$ cat src/rtl/lut_refill_pkg.sv
package lut_refill_pkg;

  localparam int WORD_W        = 32;
  localparam int DESC_WORDS    = 5;
  localparam int ALIGN_BITS    = 4;
  localparam int Y_FIELD_LSB   = 16;
  localparam int CTRL_START    = 0;
  localparam int CTRL_LUT_LSB  = 8;

  typedef enum logic [2:0] {
    ST_IDLE,
    ST_DESC,
    ST_EVAL,
    ST_ENTRY,
    ST_LINK,
    ST_FAULT,
    ST_DRAIN
  } state_t;

  // control -> datapath strobes
  typedef struct packed {
    logic beginDesc;
    logic selNext;
    logic beginEntry;
    logic reqEn;
    logic takeDesc;
    logic takeEntry;
  } strobe_t;

  // datapath -> control conditions
  typedef struct packed {
    logic phaseLast;
    logic rspErr;
    logic startBit;
    logic areaBad;
    logic entryMisal;
    logic nextMisal;
    logic nextZero;
    logic drained;
  } dpstat_t;

endpackage

$ cat src/rtl/lut_refill_dp.sv
module lut_refill_dp
  import lut_refill_pkg::*;
#(
  parameter int ADDR_W  = 32,
  parameter int COORD_W = 8,
  parameter int LUT_W   = 4
) (
  input  logic                clk,
  input  logic                rstN,
  input  strobe_t             stb,
  input  logic [ADDR_W-1:0]   startAddr,
  output logic                memReqValid,
  output logic [ADDR_W-1:0]   memReqAddr,
  input  logic                memReqReady,
  input  logic                memRspValid,
  input  logic [WORD_W-1:0]   memRspData,
  input  logic                memRspErr,
  output logic                lutWrEn,
  output logic [COORD_W-1:0]  lutWrRow,
  output logic [COORD_W-1:0]  lutWrCol,
  output logic [LUT_W-1:0]    lutWrLut,
  output logic [WORD_W-1:0]   lutWrData,
  output dpstat_t             dst
);

  localparam int SPAN_W = COORD_W + 1;
  localparam int CNT_W  = 2 * SPAN_W;

  logic [ADDR_W-1:0]  baseAddr;
  logic [CNT_W-1:0]   issued;
  logic [CNT_W-1:0]   received;
  logic [CNT_W-1:0]   target;
  logic [COORD_W-1:0] ax0, ay0, ax1, ay1;
  logic [COORD_W-1:0] curX, curY;
  logic [LUT_W-1:0]   lutId;
  logic               startBit;
  logic [ADDR_W-1:0]  entryAddr;
  logic [ADDR_W-1:0]  nextAddr;

  logic [SPAN_W-1:0]  spanX, spanY;
  logic [CNT_W-1:0]   cellCount;
  logic               reqFire;
  logic               takeWord;

  assign spanX     = {1'b0, ax1} - {1'b0, ax0} + SPAN_W'(1);
  assign spanY     = {1'b0, ay1} - {1'b0, ay0} + SPAN_W'(1);
  assign cellCount = CNT_W'(spanX) * CNT_W'(spanY);

  assign memReqValid = stb.reqEn && (issued != target);
  assign memReqAddr  = baseAddr + ADDR_W'({issued, 2'b00});
  assign reqFire     = memReqValid && memReqReady;
  assign takeWord    = stb.takeDesc && memRspValid && !memRspErr;

  // request / response accounting
  always_ff @(posedge clk or negedge rstN) begin
    if (!rstN) begin
      baseAddr <= '0;
      issued   <= '0;
      received <= '0;
      target   <= '0;
    end else if (stb.beginDesc) begin
      baseAddr <= stb.selNext ? nextAddr : startAddr;
      issued   <= '0;
      received <= '0;
      target   <= CNT_W'(DESC_WORDS);
    end else if (stb.beginEntry) begin
      baseAddr <= entryAddr;
      issued   <= '0;
      received <= '0;
      target   <= cellCount;
    end else begin
      if (reqFire)     issued   <= issued + CNT_W'(1);
      if (memRspValid) received <= received + CNT_W'(1);
    end
  end

  // descriptor word capture
  always_ff @(posedge clk or negedge rstN) begin
    if (!rstN) begin
      ax0 <= '0; ay0 <= '0; ax1 <= '0; ay1 <= '0;
      lutId     <= '0;
      startBit  <= 1'b0;
      entryAddr <= '0;
      nextAddr  <= '0;
    end else if (takeWord) begin
      case (received)
        CNT_W'(0): begin
          ax0 <= memRspData[COORD_W-1:0];
          ay0 <= memRspData[Y_FIELD_LSB +: COORD_W];
        end
        CNT_W'(1): begin
          ax1 <= memRspData[COORD_W-1:0];
          ay1 <= memRspData[Y_FIELD_LSB +: COORD_W];
        end
        CNT_W'(2): begin
          startBit <= memRspData[CTRL_START];
          lutId    <= memRspData[CTRL_LUT_LSB +: LUT_W];
        end
        CNT_W'(3): entryAddr <= memRspData[ADDR_W-1:0];
        CNT_W'(4): nextAddr  <= memRspData[ADDR_W-1:0];
        default: ;
      endcase
    end
  end

  // table write cursor, x advances first
  always_ff @(posedge clk or negedge rstN) begin
    if (!rstN) begin
      curX <= '0;
      curY <= '0;
    end else if (stb.beginEntry) begin
      curX <= ax0;
      curY <= ay0;
    end else if (lutWrEn) begin
      if (curX == ax1) begin
        curX <= ax0;
        curY <= curY + COORD_W'(1);
      end else begin
        curX <= curX + COORD_W'(1);
      end
    end
  end

  assign lutWrEn   = stb.takeEntry && memRspValid && !memRspErr;
  assign lutWrRow  = curY;
  assign lutWrCol  = curX;
  assign lutWrLut  = lutId;
  assign lutWrData = memRspData;

  assign dst.phaseLast  = memRspValid && (received == target - CNT_W'(1));
  assign dst.rspErr     = memRspValid && memRspErr;
  assign dst.startBit   = startBit;
  assign dst.areaBad    = (ax1 < ax0) || (ay1 < ay0);
  assign dst.entryMisal = |entryAddr[ALIGN_BITS-1:0];
  assign dst.nextMisal  = |nextAddr[ALIGN_BITS-1:0];
  assign dst.nextZero   = (nextAddr == '0);
  assign dst.drained    = (issued == received);

  AST_ISSUE_BOUND: assert property (@(posedge clk) disable iff (!rstN)
    issued <= target) else $error("issued beyond target");
  AST_RSP_BOUND: assert property (@(posedge clk) disable iff (!rstN)
    (memRspValid && stb.takeEntry) |-> (received < target)) else $error("response beyond issue");
  AST_CURSOR_IN_AREA: assert property (@(posedge clk) disable iff (!rstN)
    lutWrEn |-> (curX >= ax0 && curX <= ax1 && curY >= ay0 && curY <= ay1)) else $error("cursor left area");
  AST_REQ_WORD_ALIGNED: assert property (@(posedge clk) disable iff (!rstN)
    memReqValid |-> (memReqAddr[1:0] == 2'b00)) else $error("unaligned request");

endmodule

$ cat src/rtl/lut_refill_ctrl.sv
module lut_refill_ctrl
  import lut_refill_pkg::*;
#(
  parameter int ADDR_W = 32
) (
  input  logic              clk,
  input  logic              rstN,
  input  logic              descWrEn,
  input  logic [ADDR_W-1:0] descWrData,
  input  logic              irqAck,
  input  dpstat_t           dst,
  output strobe_t           stb,
  output logic              statErr,
  output logic              statReady,
  output logic              statValid,
  output logic              statDone,
  output logic              irqLst
);

  state_t state, nextState;
  logic   cancel, launch, finish, enterFault;

  assign cancel = descWrEn && (descWrData == '0);
  assign launch = descWrEn && (descWrData != '0) && (state == ST_IDLE);

  always_comb begin
    stb       = '0;
    nextState = state;
    finish    = 1'b0;
    case (state)
      ST_IDLE: begin
        if (launch) begin
          if (|descWrData[ALIGN_BITS-1:0]) begin
            nextState = ST_FAULT;
          end else begin
            stb.beginDesc = 1'b1;
            nextState     = ST_DESC;
          end
        end
      end
      ST_DESC: begin
        stb.reqEn    = 1'b1;
        stb.takeDesc = 1'b1;
        if (dst.rspErr)         nextState = ST_FAULT;
        else if (dst.phaseLast) nextState = ST_EVAL;
      end
      ST_EVAL: begin
        if (!dst.startBit) begin
          nextState = ST_LINK;
        end else if (dst.areaBad || dst.entryMisal) begin
          nextState = ST_FAULT;
        end else begin
          stb.beginEntry = 1'b1;
          nextState      = ST_ENTRY;
        end
      end
      ST_ENTRY: begin
        stb.reqEn     = 1'b1;
        stb.takeEntry = 1'b1;
        if (dst.rspErr)         nextState = ST_FAULT;
        else if (dst.phaseLast) nextState = ST_LINK;
      end
      ST_LINK: begin
        if (dst.nextZero) begin
          finish    = 1'b1;
          nextState = ST_IDLE;
        end else if (dst.nextMisal) begin
          nextState = ST_FAULT;
        end else begin
          stb.beginDesc = 1'b1;
          stb.selNext   = 1'b1;
          nextState     = ST_DESC;
        end
      end
      ST_FAULT: nextState = ST_FAULT;
      ST_DRAIN: if (dst.drained) nextState = ST_IDLE;
      default:  nextState = ST_IDLE;
    endcase
    if (cancel && state != ST_IDLE) begin
      stb       = '0;
      finish    = 1'b0;
      nextState = ST_DRAIN;
    end
  end

  assign enterFault = (nextState == ST_FAULT) && (state != ST_FAULT);

  always_ff @(posedge clk or negedge rstN) begin
    if (!rstN) begin
      state     <= ST_IDLE;
      statErr   <= 1'b0;
      statValid <= 1'b0;
      statDone  <= 1'b0;
      irqLst    <= 1'b0;
    end else begin
      state <= nextState;
      if (cancel)          statErr <= 1'b0;
      else if (enterFault) statErr <= 1'b1;
      if (cancel || launch) begin
        statValid <= 1'b0;
        statDone  <= 1'b0;
      end else if (finish) begin
        statValid <= 1'b1;
        statDone  <= 1'b1;
      end
      if (finish)      irqLst <= 1'b1;
      else if (irqAck) irqLst <= 1'b0;
    end
  end

  assign statReady = (state == ST_IDLE);

  AST_READY_CLEAN: assert property (@(posedge clk) disable iff (!rstN)
    statReady |-> !statErr) else $error("ready with error");
  AST_DONE_COMPLETE: assert property (@(posedge clk) disable iff (!rstN)
    statDone |-> (statValid && statReady)) else $error("done without ready/valid");
  AST_FAULT_HOLDS: assert property (@(posedge clk) disable iff (!rstN)
    (statErr && !cancel) |=> (statErr && !statReady)) else $error("fault released early");
  AST_CANCEL_CLEARS: assert property (@(posedge clk) disable iff (!rstN)
    cancel |=> (!statErr && !statDone && !statValid)) else $error("cancel left flags");
  AST_BUSY_IGNORE: assert property (@(posedge clk) disable iff (!rstN)
    (descWrEn && descWrData != '0 && state == ST_FAULT) |=> (state == ST_FAULT)) else $error("busy write accepted");

endmodule

$ cat src/rtl/lutRefillEngine.sv
module lutRefillEngine
  import lut_refill_pkg::*;
#(
  parameter int ADDR_W  = 32,
  parameter int COORD_W = 8,
  parameter int LUT_W   = 4
) (
  input  logic                clk,
  input  logic                rstN,
  input  logic                descWrEn,
  input  logic [ADDR_W-1:0]   descWrData,
  input  logic                irqAck,
  output logic                statErr,
  output logic                statReady,
  output logic                statValid,
  output logic                statDone,
  output logic                irqLst,
  output logic                memReqValid,
  output logic [ADDR_W-1:0]   memReqAddr,
  input  logic                memReqReady,
  input  logic                memRspValid,
  input  logic [31:0]         memRspData,
  input  logic                memRspErr,
  output logic                lutWrEn,
  output logic [COORD_W-1:0]  lutWrRow,
  output logic [COORD_W-1:0]  lutWrCol,
  output logic [LUT_W-1:0]    lutWrLut,
  output logic [31:0]         lutWrData
);

  strobe_t stb;
  dpstat_t dst;

  lut_refill_ctrl #(.ADDR_W(ADDR_W)) ctrl (
    .clk        (clk),
    .rstN       (rstN),
    .descWrEn   (descWrEn),
    .descWrData (descWrData),
    .irqAck     (irqAck),
    .dst        (dst),
    .stb        (stb),
    .statErr    (statErr),
    .statReady  (statReady),
    .statValid  (statValid),
    .statDone   (statDone),
    .irqLst     (irqLst)
  );

  lut_refill_dp #(.ADDR_W(ADDR_W), .COORD_W(COORD_W), .LUT_W(LUT_W)) dp (
    .clk         (clk),
    .rstN        (rstN),
    .stb         (stb),
    .startAddr   (descWrData),
    .memReqValid (memReqValid),
    .memReqAddr  (memReqAddr),
    .memReqReady (memReqReady),
    .memRspValid (memRspValid),
    .memRspData  (memRspData),
    .memRspErr   (memRspErr),
    .lutWrEn     (lutWrEn),
    .lutWrRow    (lutWrRow),
    .lutWrCol    (lutWrCol),
    .lutWrLut    (lutWrLut),
    .lutWrData   (lutWrData),
    .dst         (dst)
  );

  AST_IDLE_QUIET: assert property (@(posedge clk) disable iff (!rstN)
    statReady |-> (!memReqValid && !lutWrEn)) else $error("activity while ready");
  AST_IRQ_ON_DONE: assert property (@(posedge clk) disable iff (!rstN)
    $rose(irqLst) |-> statDone) else $error("interrupt without completion");

endmodule

$ cat config.mk
export PLATFORM = sky130hd
export DESIGN_NAME = lutRefillEngine
export DESIGN_NICKNAME = d
export VERILOG_FILES = /design/src/rtl/lut_refill_pkg.sv /design/src/rtl/lut_refill_dp.sv /design/src/rtl/lut_refill_ctrl.sv /design/src/rtl/lutRefillEngine.sv
export SDC_FILE = /design/constraint.sdc
export NUM_CORES = 1
export LEC_CHECK = 0
export BUFFER_PORTS_ARGS = -buffer_cell sky130_fd_sc_hd__buf_2
export CORE_ASPECT_RATIO = 0.7
export CORE_MARGIN = 2
export CORE_UTILIZATION = 55
export DETAILED_ROUTE_END_ITERATION = 8
export PLACE_DENSITY = 0.75
export SYNTH_ARGS = -nofsm -noshare
export SYNTH_HDL_FRONTEND = slang
export SYNTH_SLANG_ARGS = --single-unit
$ cat constraint.sdc
create_clock -name clk -period 7 [get_ports clk]
set_clock_uncertainty 0.05 [all_clocks]
set_input_delay 1.05 -clock clk [delete_from_list [all_inputs] [get_ports clk]]
set_output_delay 1.05 -clock clk [all_outputs]
set_load 0.05 [all_outputs]
Yosys cells after proc, flatten, opt, wreduce, memory -nomap -nowiden
Index checks and enable logic that the tools add are counted.

Bits in registers: 209. Bits of input ports: 71. Output and inout bits: 91. Word-level logic and storage cells: 140.

$add $sub $neg: 10. Multipliers: 1. $lt $le $gt $ge: 2. Eq/ne operators: 16. Mux-type cells: 52. Reduce and logical (&&, ||, !) cells: 41.

Operators by type and width (number): $mux 18 (8); $mux 32 (3); $logic_not 32->1 (2); $mux 8 (6); $add 18x1->18 const B (2); $eq 18x18->1 (2); $eq 18x2->1 const B (2); $mux 3 (12); $add 32x20->32 (1); $reduce_bool 32->1 (1); $pmux 3 s7 (1); $add 9x1->9 const B (2); $eq 18x1->1 const B (1); $eq 18x3->1 const B (1); $logic_not 18->1 (1); $mul 9x9->18 (1); $mux 1 (18); $ne 18x18->1 (1); $sub 18x1->18 const B (1); $sub 8x8->9 (2); $add 8x1->8 const B (2); $lt 8x8->1 (2); $logic_and 1x1->1 (13); $eq 3x3->1 const B (4); 15 further kinds (33).

Longest topological paths before layout
Gate-level depths: netlist (run 1).

Depth in word-level cells: 12. Mapped depth: 27. Gate-level depth less buffers: 27.

Modules after synthesis
From an unflattened synthesis (run 1), not the netlist that was laid out.

Cell total of the unflattened synthesis: 1712. Area, all modules: 15855.2 µm².

Modules (own cells, without submodules): lut_refill_dp (times used 1, cells each 1635, area an instance 15275.9 µm², seq. area each 5079.9 µm²); lut_refill_ctrl (times used 1, cells each 77, area an instance 579.3 µm², seq. area each 150.1 µm²).

Worst setup path before layout (run 1)
No wires, ideal clock.

Kind: register to register. Start: register dp.ay0[1]. End: register dp.target[16]. Library setup time: 0.121 ns. Arrival: 6.143 ns. Required time: 6.829 ns. Slack: 0.686 ns. Stages on the path, launching flop included: 25. Path buffers: 0. Clock period less this slack: 6.314 ns. Cell sequence: dfrtp_1 ha_1 inv_1 ha_1 fa_1 nor2b_1 o21ai_0 nand2b_1 a21o_1 a21oi_1 xor2_1 nor2_1 fa_1 fa_1 fa_1 inv_1 fa_1 inv_1 ha_1 and3_1 a221o_1 o21bai_1 a31oi_1 xnor2_1 a22o_1.

Word-level cells in the longest chain between the ends: 8. Elaborated cells on any way between the ends: 13. Those cells by class: add/sub (2); mul (1); order compare (1); mux (6); reduce/logical (3).

RTL lines: from (decl) (line lut_refill_dp.sv:33) `logic [COORD_W-1:0] ax0, ay0, ax1, ay1;`; from (signal assigned) (line lut_refill_dp.sv:89) `ay0 <= memRspData[Y_FIELD_LSB +: COORD_W];`; branches (longest 8 deep; another with $mul 9x9->18); to (signal assigned) (line lut_refill_dp.sv:65) `target <= CNT_W'(DESC_WORDS);`; to (signal assigned) (line lut_refill_dp.sv:70) `target <= cellCount;`; to (decl) (line lut_refill_dp.sv:32) `logic [CNT_W-1:0] target;`.

Several ways; the timed one is not identified. The select of a mux whose other input is x is not followed. A chain may end at the register's enable or synchronous reset.

Final worst setup path (run 1)
Start: register dp.ax1[1]. End: register dp.target[15].

Word-level cells in the longest chain between the ends: 8. Elaborated cells on any way between the ends: 13. Those cells by class: add/sub (2); mul (1); order compare (1); mux (6); reduce/logical (3).

RTL lines: from (decl) (line lut_refill_dp.sv:33); from (signal assigned) (line lut_refill_dp.sv:92) `ax1 <= memRspData[COORD_W-1:0];`; branches (longest 8 deep; another with $mul 9x9->18).

Several ways; the timed one is not identified. The select of a mux whose other input is x is not followed.

==> impl_metrics.env, run 1 <==
export IMPL_outcome="finished clean"
export IMPL_cts_root_buf="clkbuf_16"
export IMPL_wl_microns=40900
export IMPL_design_die_area_sq_um=29400
export IMPL_mappedNetlistNets=1811
export IMPL_worst_hold_slack_ps=423
export IMPL_async_flop_share_pct=100
export IMPL_drt_drc_violations_left=0
export IMPL_synthesis_area_sq_um=15400
export IMPL_first_iter_violations=894
export IMPL_floorplan_rows=51
export IMPL_route_vias_total=12013
export IMPL_setup_tns_ps=0
export IMPL_crit_fanout=6
export IMPL_initial_utilization_pct=55.6
export IMPL_post_synth_inst_count=1583
export IMPL_final_cell_area_sq_um=16900
export IMPL_worst_setup_path_start_kind="flop"
export IMPL_clock_latency_reported_for_the_late_side_of_the_worst_skew_pair_ps=550
export IMPL_fmaxAchievable_ghz=0.152
export IMPL_postCtsHoldBufs=0
export IMPL_proportion_of_layout_cells_with_a_drive_suffix_above_1_pct=13.3
export IMPL_synthesis_area_per_instance_sq_um=9.73
export IMPL_wire_length_of_the_first_global_routing_pass_microns=64800
export IMPL_critical_path_required_ps=7360
export IMPL_synth_seq_cells=209
export IMPL_rsz0062_at_grt="no"
export IMPL_cts_htree_levels=1
export IMPL_met2_usage_pct=42.1
export IMPL_numCtsBuffers=22
export IMPL_via_count_of_the_first_global_routing_pass=11624
export IMPL_number_of_instances_on_the_worst_hold_path=1
export IMPL_grt_start_max_net_pins=149
export IMPL_synthDominantCellAreaShare_pct=34.0
export IMPL_synth_enable_flop_cells=0
export IMPL_num_nets_final=1898
export IMPL_report_final_slew_viol_count=0
export IMPL_avgRoutedWirePerCell_microns=19.9
export IMPL_clk_pin_slew_worst_paths_ps=60
export IMPL_cp_end_kind="flop"
export IMPL_viasPerCell=5.85
export IMPL_overall_global_routing_resource_usage_pct=28.2
export IMPL_detailed_place_hpwl_microns=31100
export IMPL_criticalPathCategory="reg2reg"
export IMPL_synth_seq_area_share_pct=34.0
export IMPL_area_contributors_post_synth="dfrtp_1, ha_1, fa_1"
export IMPL_leakage_nw=8.96
export IMPL_grt_met1_usage_pct=43.3
export IMPL_cap_viol_max_count=0
export IMPL_gp_routability_congestion=0.925
export IMPL_timing_final_setup_violations=0
export IMPL_clock_path_buffers=3
export IMPL_area_growth_synth_to_final_pct=9.97
export IMPL_hold_path_class="reg2reg"
export IMPL_grt_overflow=0
export IMPL_yosys_warnings=0
export IMPL_synth_area_leader_cell="dfrtp_1"
export IMPL_placedInstanceArea_sq_um=16200
export IMPL_cts_tree="done"
export IMPL_powerDensity_nw_per_um2=173
export IMPL_timing_hold_violations_final=0
export IMPL_antenna_found_initial=0
export IMPL_period_share_pct=94.0
export IMPL_reg2regPathDepth=25
export IMPL_num_io_pins=162
export IMPL_floorplan_die_height_microns=144
export IMPL_use_met3_pct=5.25
export IMPL_floorplan_die_width_microns=204
export IMPL_final_period_minus_worst_setup_slack_ps=6580
export IMPL_total_power_mw=2.93
export IMPL_detailedRoute_firstPassIterationCount=5
export IMPL_maxSlewHeadroom_pct=18.4
export IMPL_final_core_utilization_pct=61.2
export IMPL_antenna_cell_count=0
export IMPL_number_of_nets_still_failing_antenna_checks_after_routing=0
export IMPL_critical_path_arrival_ps=6940
export IMPL_worst_slew_pin_slew_ps=1220
export IMPL_core_area_sq_um=27700
export IMPL_yosys_most_used_dff="dfrtp_1"
export IMPL_vdd_drop_max_mv=0.167
export IMPL_top_usage_layer="met1"
export IMPL_yosys_cell_types_count=70
export IMPL_placement_io_buffers=161
export IMPL_tritoncts_num_sinks=209
[synth_stat cells, types with 8 or more instances]
cell type  instances
a21o_1            15
a21oi_1           69
a22o_1            16
and3_1            18
buf_2             11
buf_4             36
clkbuf_1          57
dfrtp_1          209
fa_1              59
ha_1              98
inv_1            136
mux2_1           103
mux2i_1           37
nand2_1           82
nand2b_1          20
nand3_1           31
nand4_1           22
nor2_1           153
nor2b_1           18
nor3_1            29
nor4_1            27
o21a_1             8
o21ai_0           13
o21bai_1           8
o2bb2ai_1         29
o31ai_1            8
or2_2             10
or3_1              9
xnor2_1           80
xor2_1            74
[metal layers]
metal  vias up  part of all wire [%]
met1      5977                    48
li1       5550                     -
met5         -                     0
met4         0                   1.6
met2       444                    43
met3        42                   7.5
[repair_timing]
| action | in CTS | in global routing |
|---|---|---|
| gates resized for setup | 0 | 1 |
| setup buffers | 0 | 0 |
| endpoints found under the setup margin | 0 | 1 |
[stage by stage]
step	setup WS (ps)	cells
finish	417	2055
global route	43.6	2055
CTS	423	2055
detailed placement	461	2017
global placement	617	2017
floorplan	686	1583
[cells by family (layout without fill, tap and decap cells)]
logic type	count (synthesis)	after routing	share of synthesized area (%)
flip-flops	209	209	34.0
multiplexers	141	141	10.0
AO/OA/AOI/OAI	222	222	9.98
XOR/XNOR	154	154	8.76
buffers and inverters	247	348	7.03
AND/OR/NAND/NOR	453	453	14.6
adder cells (fa/ha/maj)	157	157	15.6
[final cells by class]
class | count | area [sq um]
clock buffer | 31 | 584
sequential | 209 | 5230
fill | 2340 | 10800
clock inverter | 7 | 113
timing repair buffer | 173 | 917
multi-input combinational | 1127 | 9110
tap | 371 | 464
inverter | 137 | 514
[flip-flops by register name, summed over array words and instances, names as in the netlist]
register / flops
ctrl.state: 3
dp.ax0: 8
dp.nextAddr: 32
dp.lutWrRow: 8
ctrl.irqLst: 1
ctrl.statErr: 1
dp.baseAddr: 32
dp.ay0: 8
dp.target: 18
dp.received: 18
dp.lutWrLut: 4
dp.ax1: 8
dp.startBit: 1
dp.issued: 18
dp.ay1: 8
ctrl.statValid: 1
dp.entryAddr: 32
dp.lutWrCol: 8
[power breakdown]
group | internal, mW | switching [mW] | leakage [nW]
combinational | 0.162 | 0.298 | 5.75
clock | 0.661 | 0.499 | 0.333
sequential | 1.24 | 0.0712 | 2.87
total | 2.06 | 0.869 | 8.96
[cell usage in the layout, fill, tap and decap left out, types with 9 or more instances in the layout]
master	n
dfrtp_1	209
buf_2	160
nor2_1	153
inv_1	136
mux2_1	103
ha_1	98
nand2_1	82
xnor2_1	80
xor2_1	74
a21oi_1	67
fa_1	59
mux2i_1	37
nand3_1	30
o2bb2ai_1	29
nor3_1	28
nor4_1	27
nand4_1	22
clkbuf_16	22
nand2b_1	20
and3_1	18
nor2b_1	18
a22o_1	16
a21o_1	15
o21ai_0	13
buf_4	11
or2_2	10
or3_1	9
clkbuf_1	9
[worst max-delay path, stage by stage, from the launching register on]
cell,delay [ps]
dfrtp_1,410
inv_1,60
ha_1,290
inv_1,50
ha_1,200
inv_1,80
fa_1,250
o21bai_1,80
a21oi_1,310
o21bai_1,110
a21oi_1,260
xor2_1,410
nor2_1,130
fa_1,560
fa_1,440
fa_1,550
inv_1,60
fa_1,530
inv_1,40
ha_1,350
and3_1,250
a221o_1,320
a22oi_1,220
nor2b_1,180
xnor2_1,70
a22o_1,190
[final timing paths]
check                                     from          endpoint  slack, ps
worst min-delay path            dp.baseAddr[1]    dp.baseAddr[1]        420
worst min register to register  dp.baseAddr[1]    dp.baseAddr[1]        420
max in group asynchronous                 rstN  dp.entryAddr[24]       5130
min in group asynchronous                 rstN      dp.target[6]        460
worst max register to register       dp.ax1[1]     dp.target[15]        420
worst max-delay path                 dp.ax1[1]     dp.target[15]        420
Power figures use the tool's default switching activity.
==> inputs of run 2 (changes only) <==
--- a/config.mk
+++ b/config.mk
@@ -11,6 +11,8 @@
 export CORE_UTILIZATION = 55
 export DETAILED_ROUTE_END_ITERATION = 8
 export PLACE_DENSITY = 0.75
+export SLEW_MARGIN = 20
 export SYNTH_ARGS = -nofsm -noshare
 export SYNTH_HDL_FRONTEND = slang
+export SYNTH_HIERARCHICAL = 1
 export SYNTH_SLANG_ARGS = --single-unit
==> impl_metrics.env, run 2 <==
export IMPL_outcome="finished clean"
export IMPL_crit_fanout=9
export IMPL_synthesis_area_per_instance_sq_um=9.26
export IMPL_wire_length_of_the_first_global_routing_pass_microns=70700
export IMPL_synthesis_area_sq_um=15900
export IMPL_tritoncts_num_sinks=209
export IMPL_drt_drc_violations_left=0
export IMPL_timing_final_setup_violations=0
export IMPL_area_contributors_post_synth="dfrtp_1, ha_1, fa_1"
export IMPL_proportion_of_layout_cells_with_a_drive_suffix_above_1_pct=13.2
export IMPL_mostFrequentLayoutCells="dfrtp_1, buf_2, nand2_1"
export IMPL_report_final_slew_viol_count=0
export IMPL_startpoint_of_the_worst_register_to_register_path="dp/ay0[1]"
export IMPL_criticalPathCategory="reg2reg"
export IMPL_antenna_found_initial=2
export IMPL_maxSlewHeadroom_pct=28.1
export IMPL_cap_viol_max_count=0
export IMPL_hold_path_startpoint="dp/entryAddr[9]"
export IMPL_cts_root_buf="clkbuf_16"
export IMPL_worst_setup_path_start_kind="flop"
export IMPL_largest_registers="dp/baseAddr x32, dp/entryAddr x32, dp/nextAddr x32"
export IMPL_overall_global_routing_resource_usage_pct=29.9
export IMPL_clock_path_buffers=3
export IMPL_cp_end_kind="flop"
export IMPL_design_die_area_sq_um=30200
export IMPL_grt_start_max_net_pins=104
export IMPL_detailed_place_hpwl_microns=33500
export IMPL_timing_hold_violations_final=0
export IMPL_mappedNetlistNets=1940
export IMPL_num_io_pins=162
export IMPL_worst_slew_pin_slew_ps=1080
export IMPL_clock_latency_reported_for_the_late_side_of_the_worst_skew_pair_ps=550
export IMPL_first_iter_violations=1220
export IMPL_floorplan_die_width_microns=207
export IMPL_number_of_nets_still_failing_antenna_checks_after_routing=0
export IMPL_synth_area_leader_cell="dfrtp_1"
export IMPL_num_nets_final=2012
export IMPL_initial_utilization_pct=56.5
export IMPL_yosys_cell_types_count=75
export IMPL_avgRoutedWirePerCell_microns=20.6
export IMPL_route_vias_total=13051
export IMPL_dp_cells=2131
export IMPL_grt_overflow=0
export IMPL_slowest_delay_ps=660
export IMPL_synth_seq_cells=209
export IMPL_numCtsBuffers=22
export IMPL_synth_enable_flop_cells=0
export IMPL_hold_path_class="reg2reg"
export IMPL_period_share_pct=94.2
export IMPL_post_synth_inst_count=1712
export IMPL_critical_path_arrival_ps=6930
export IMPL_detailedRoute_firstPassIterationCount=5
export IMPL_area_growth_synth_to_final_pct=10.0
export IMPL_fmaxAchievable_ghz=0.152
export IMPL_crit_chain="inv_1, ha_1, inv_1, ha_1, fa_1, nor2b_1, o21ai_1, nand2b_1, xnor2_1, nor2_1, fa_1, fa_1, ha_1, inv_1, fa_1, inv_1, ha_1, a21o_1, a21o_1, a21o_1, a21o_1, a2111oi_0, o22ai_1"
export IMPL_synth_seq_area_share_pct=33.0
export IMPL_finish_cell_count_without_fillers=2172
export IMPL_mostFrequentLayoutCell="dfrtp_1"
export IMPL_floorplan_rows=51
export IMPL_cts_tree="done"
export IMPL_setup_tns_ps=0
export IMPL_via_count_of_the_first_global_routing_pass=12380
export IMPL_async_flop_share_pct=100
export IMPL_core_area_sq_um=28100
export IMPL_floorplan_die_height_microns=146
export IMPL_slowest_stage="xnor2_1"
export IMPL_gp_routability_congestion=0.948
export IMPL_postCtsHoldBufs=0
export IMPL_critical_path_required_ps=7340
export IMPL_clk_pin_slew_worst_paths_ps=60
export IMPL_crit_startpoint="dp/ay0[1]"
export IMPL_wl_microns=44800
export IMPL_rsz0062_at_grt="no"
export IMPL_yosys_warnings=6
export IMPL_viasPerCell=6.01
export IMPL_yosys_most_used_dff="dfrtp_1"
export IMPL_placement_io_buffers=161
export IMPL_synthDominantCellAreaShare_pct=33.0
export IMPL_synth_commonest_cells="dfrtp_1, nand2_1, inv_1, nor2_1, ha_1"
export IMPL_synth_most_common_cell="dfrtp_1"
export IMPL_cts_htree_levels=1
export IMPL_final_period_minus_worst_setup_slack_ps=6590
run 2: cell types whose count changed after synthesis, sizes merged, moves of 8 or more:
cell / before / now
nand2: 82 / 144
o21ai: 20 / 56
o2bb2ai: 29 / 0
a21oi: 69 / 94
mux2: 104 / 80
a211oi: 6 / 29
nor2b: 18 / 39
nor2: 155 / 137
a22o: 16 / 0
mux2i: 37 / 50
clkbuf: 57 / 69
nand3: 31 / 39
run 2: worst max-delay path, delay by kind of cell (launching register included):
family          cells  cell delay (ps)
flops               1              380
buf+inv             4              230
simple gates        3              400
compound gates      7             1590
fa+ha+maj           8             3110
xor+xnor            1              660
run 2: final timing paths:
check	depth (start not counted)	to	slack (ps)
max in group asynchronous	2	dp/target[0]	4980
max reg2reg	23	dp/target[12]	410
min	1	dp/entryAddr[9]	440
max	23	dp/target[12]	410
min reg2reg	1	dp/entryAddr[9]	440
min in group asynchronous	1	dp/target[5]	540
run 2: layer usage:
metal  vias up  track usage (%)  part of all wire, %
li1       5955                -                    -
met1      6474             47.7                   47
met2       560             41.9                   42
met3        62             5.92                  9.0
met4         0             5.35                  1.7
met5         -                0                    0
run 2: timing repair:
item,CTS,global route
gates resized for setup,0,3
setup buffers,0,0
endpoints found under the setup margin,0,2
run 2: kinds of logic (layout without fill, tap and decap cells):
family	Yosys count	in the layout	synth area share, %
DFF	209	209	33.0
AOI/OAI and AO/OA	269	269	10.8
muxes	130	130	8.84
and+or+nand+nor	529	529	16.6
adders and majority gates	157	157	15.2
other	0	2	0
xor gates and xnor gates	150	150	8.29
buffers and inverters	268	355	7.29
run 2: layout make-up:
type	instances	area, sq um
inverter	143	537
timing repair buffer	173	905
multi-input combinational	1235	9510
tap	371	464
clock buffer	31	624
clock inverter	8	165
fill	2399	10600
sequential	209	5230
antenna	2	5.00
run 2: stage by stage:
step / utilization (%) / hold slack [ps] / worst slack (ps) / instance area (sq um)
4_1_cts: 62.0 / 439 / 381 / 17400
3_5_place_dp: 59.2 / 424 / 412 / 16600
5_1_grt: 62.1 / 445 / 71.1 / 17400
2_1_floorplan: - / 408 / 699 / 15900
6_report: 62.1 / 437 / 408 / 17400
3_3_place_gp: 59.2 / 417 / 642 / 16600
Power of run 2 is left out: the tool's default activity adds up to more than one toggle a clock period on the data nets, which glitch-free logic cannot reach.
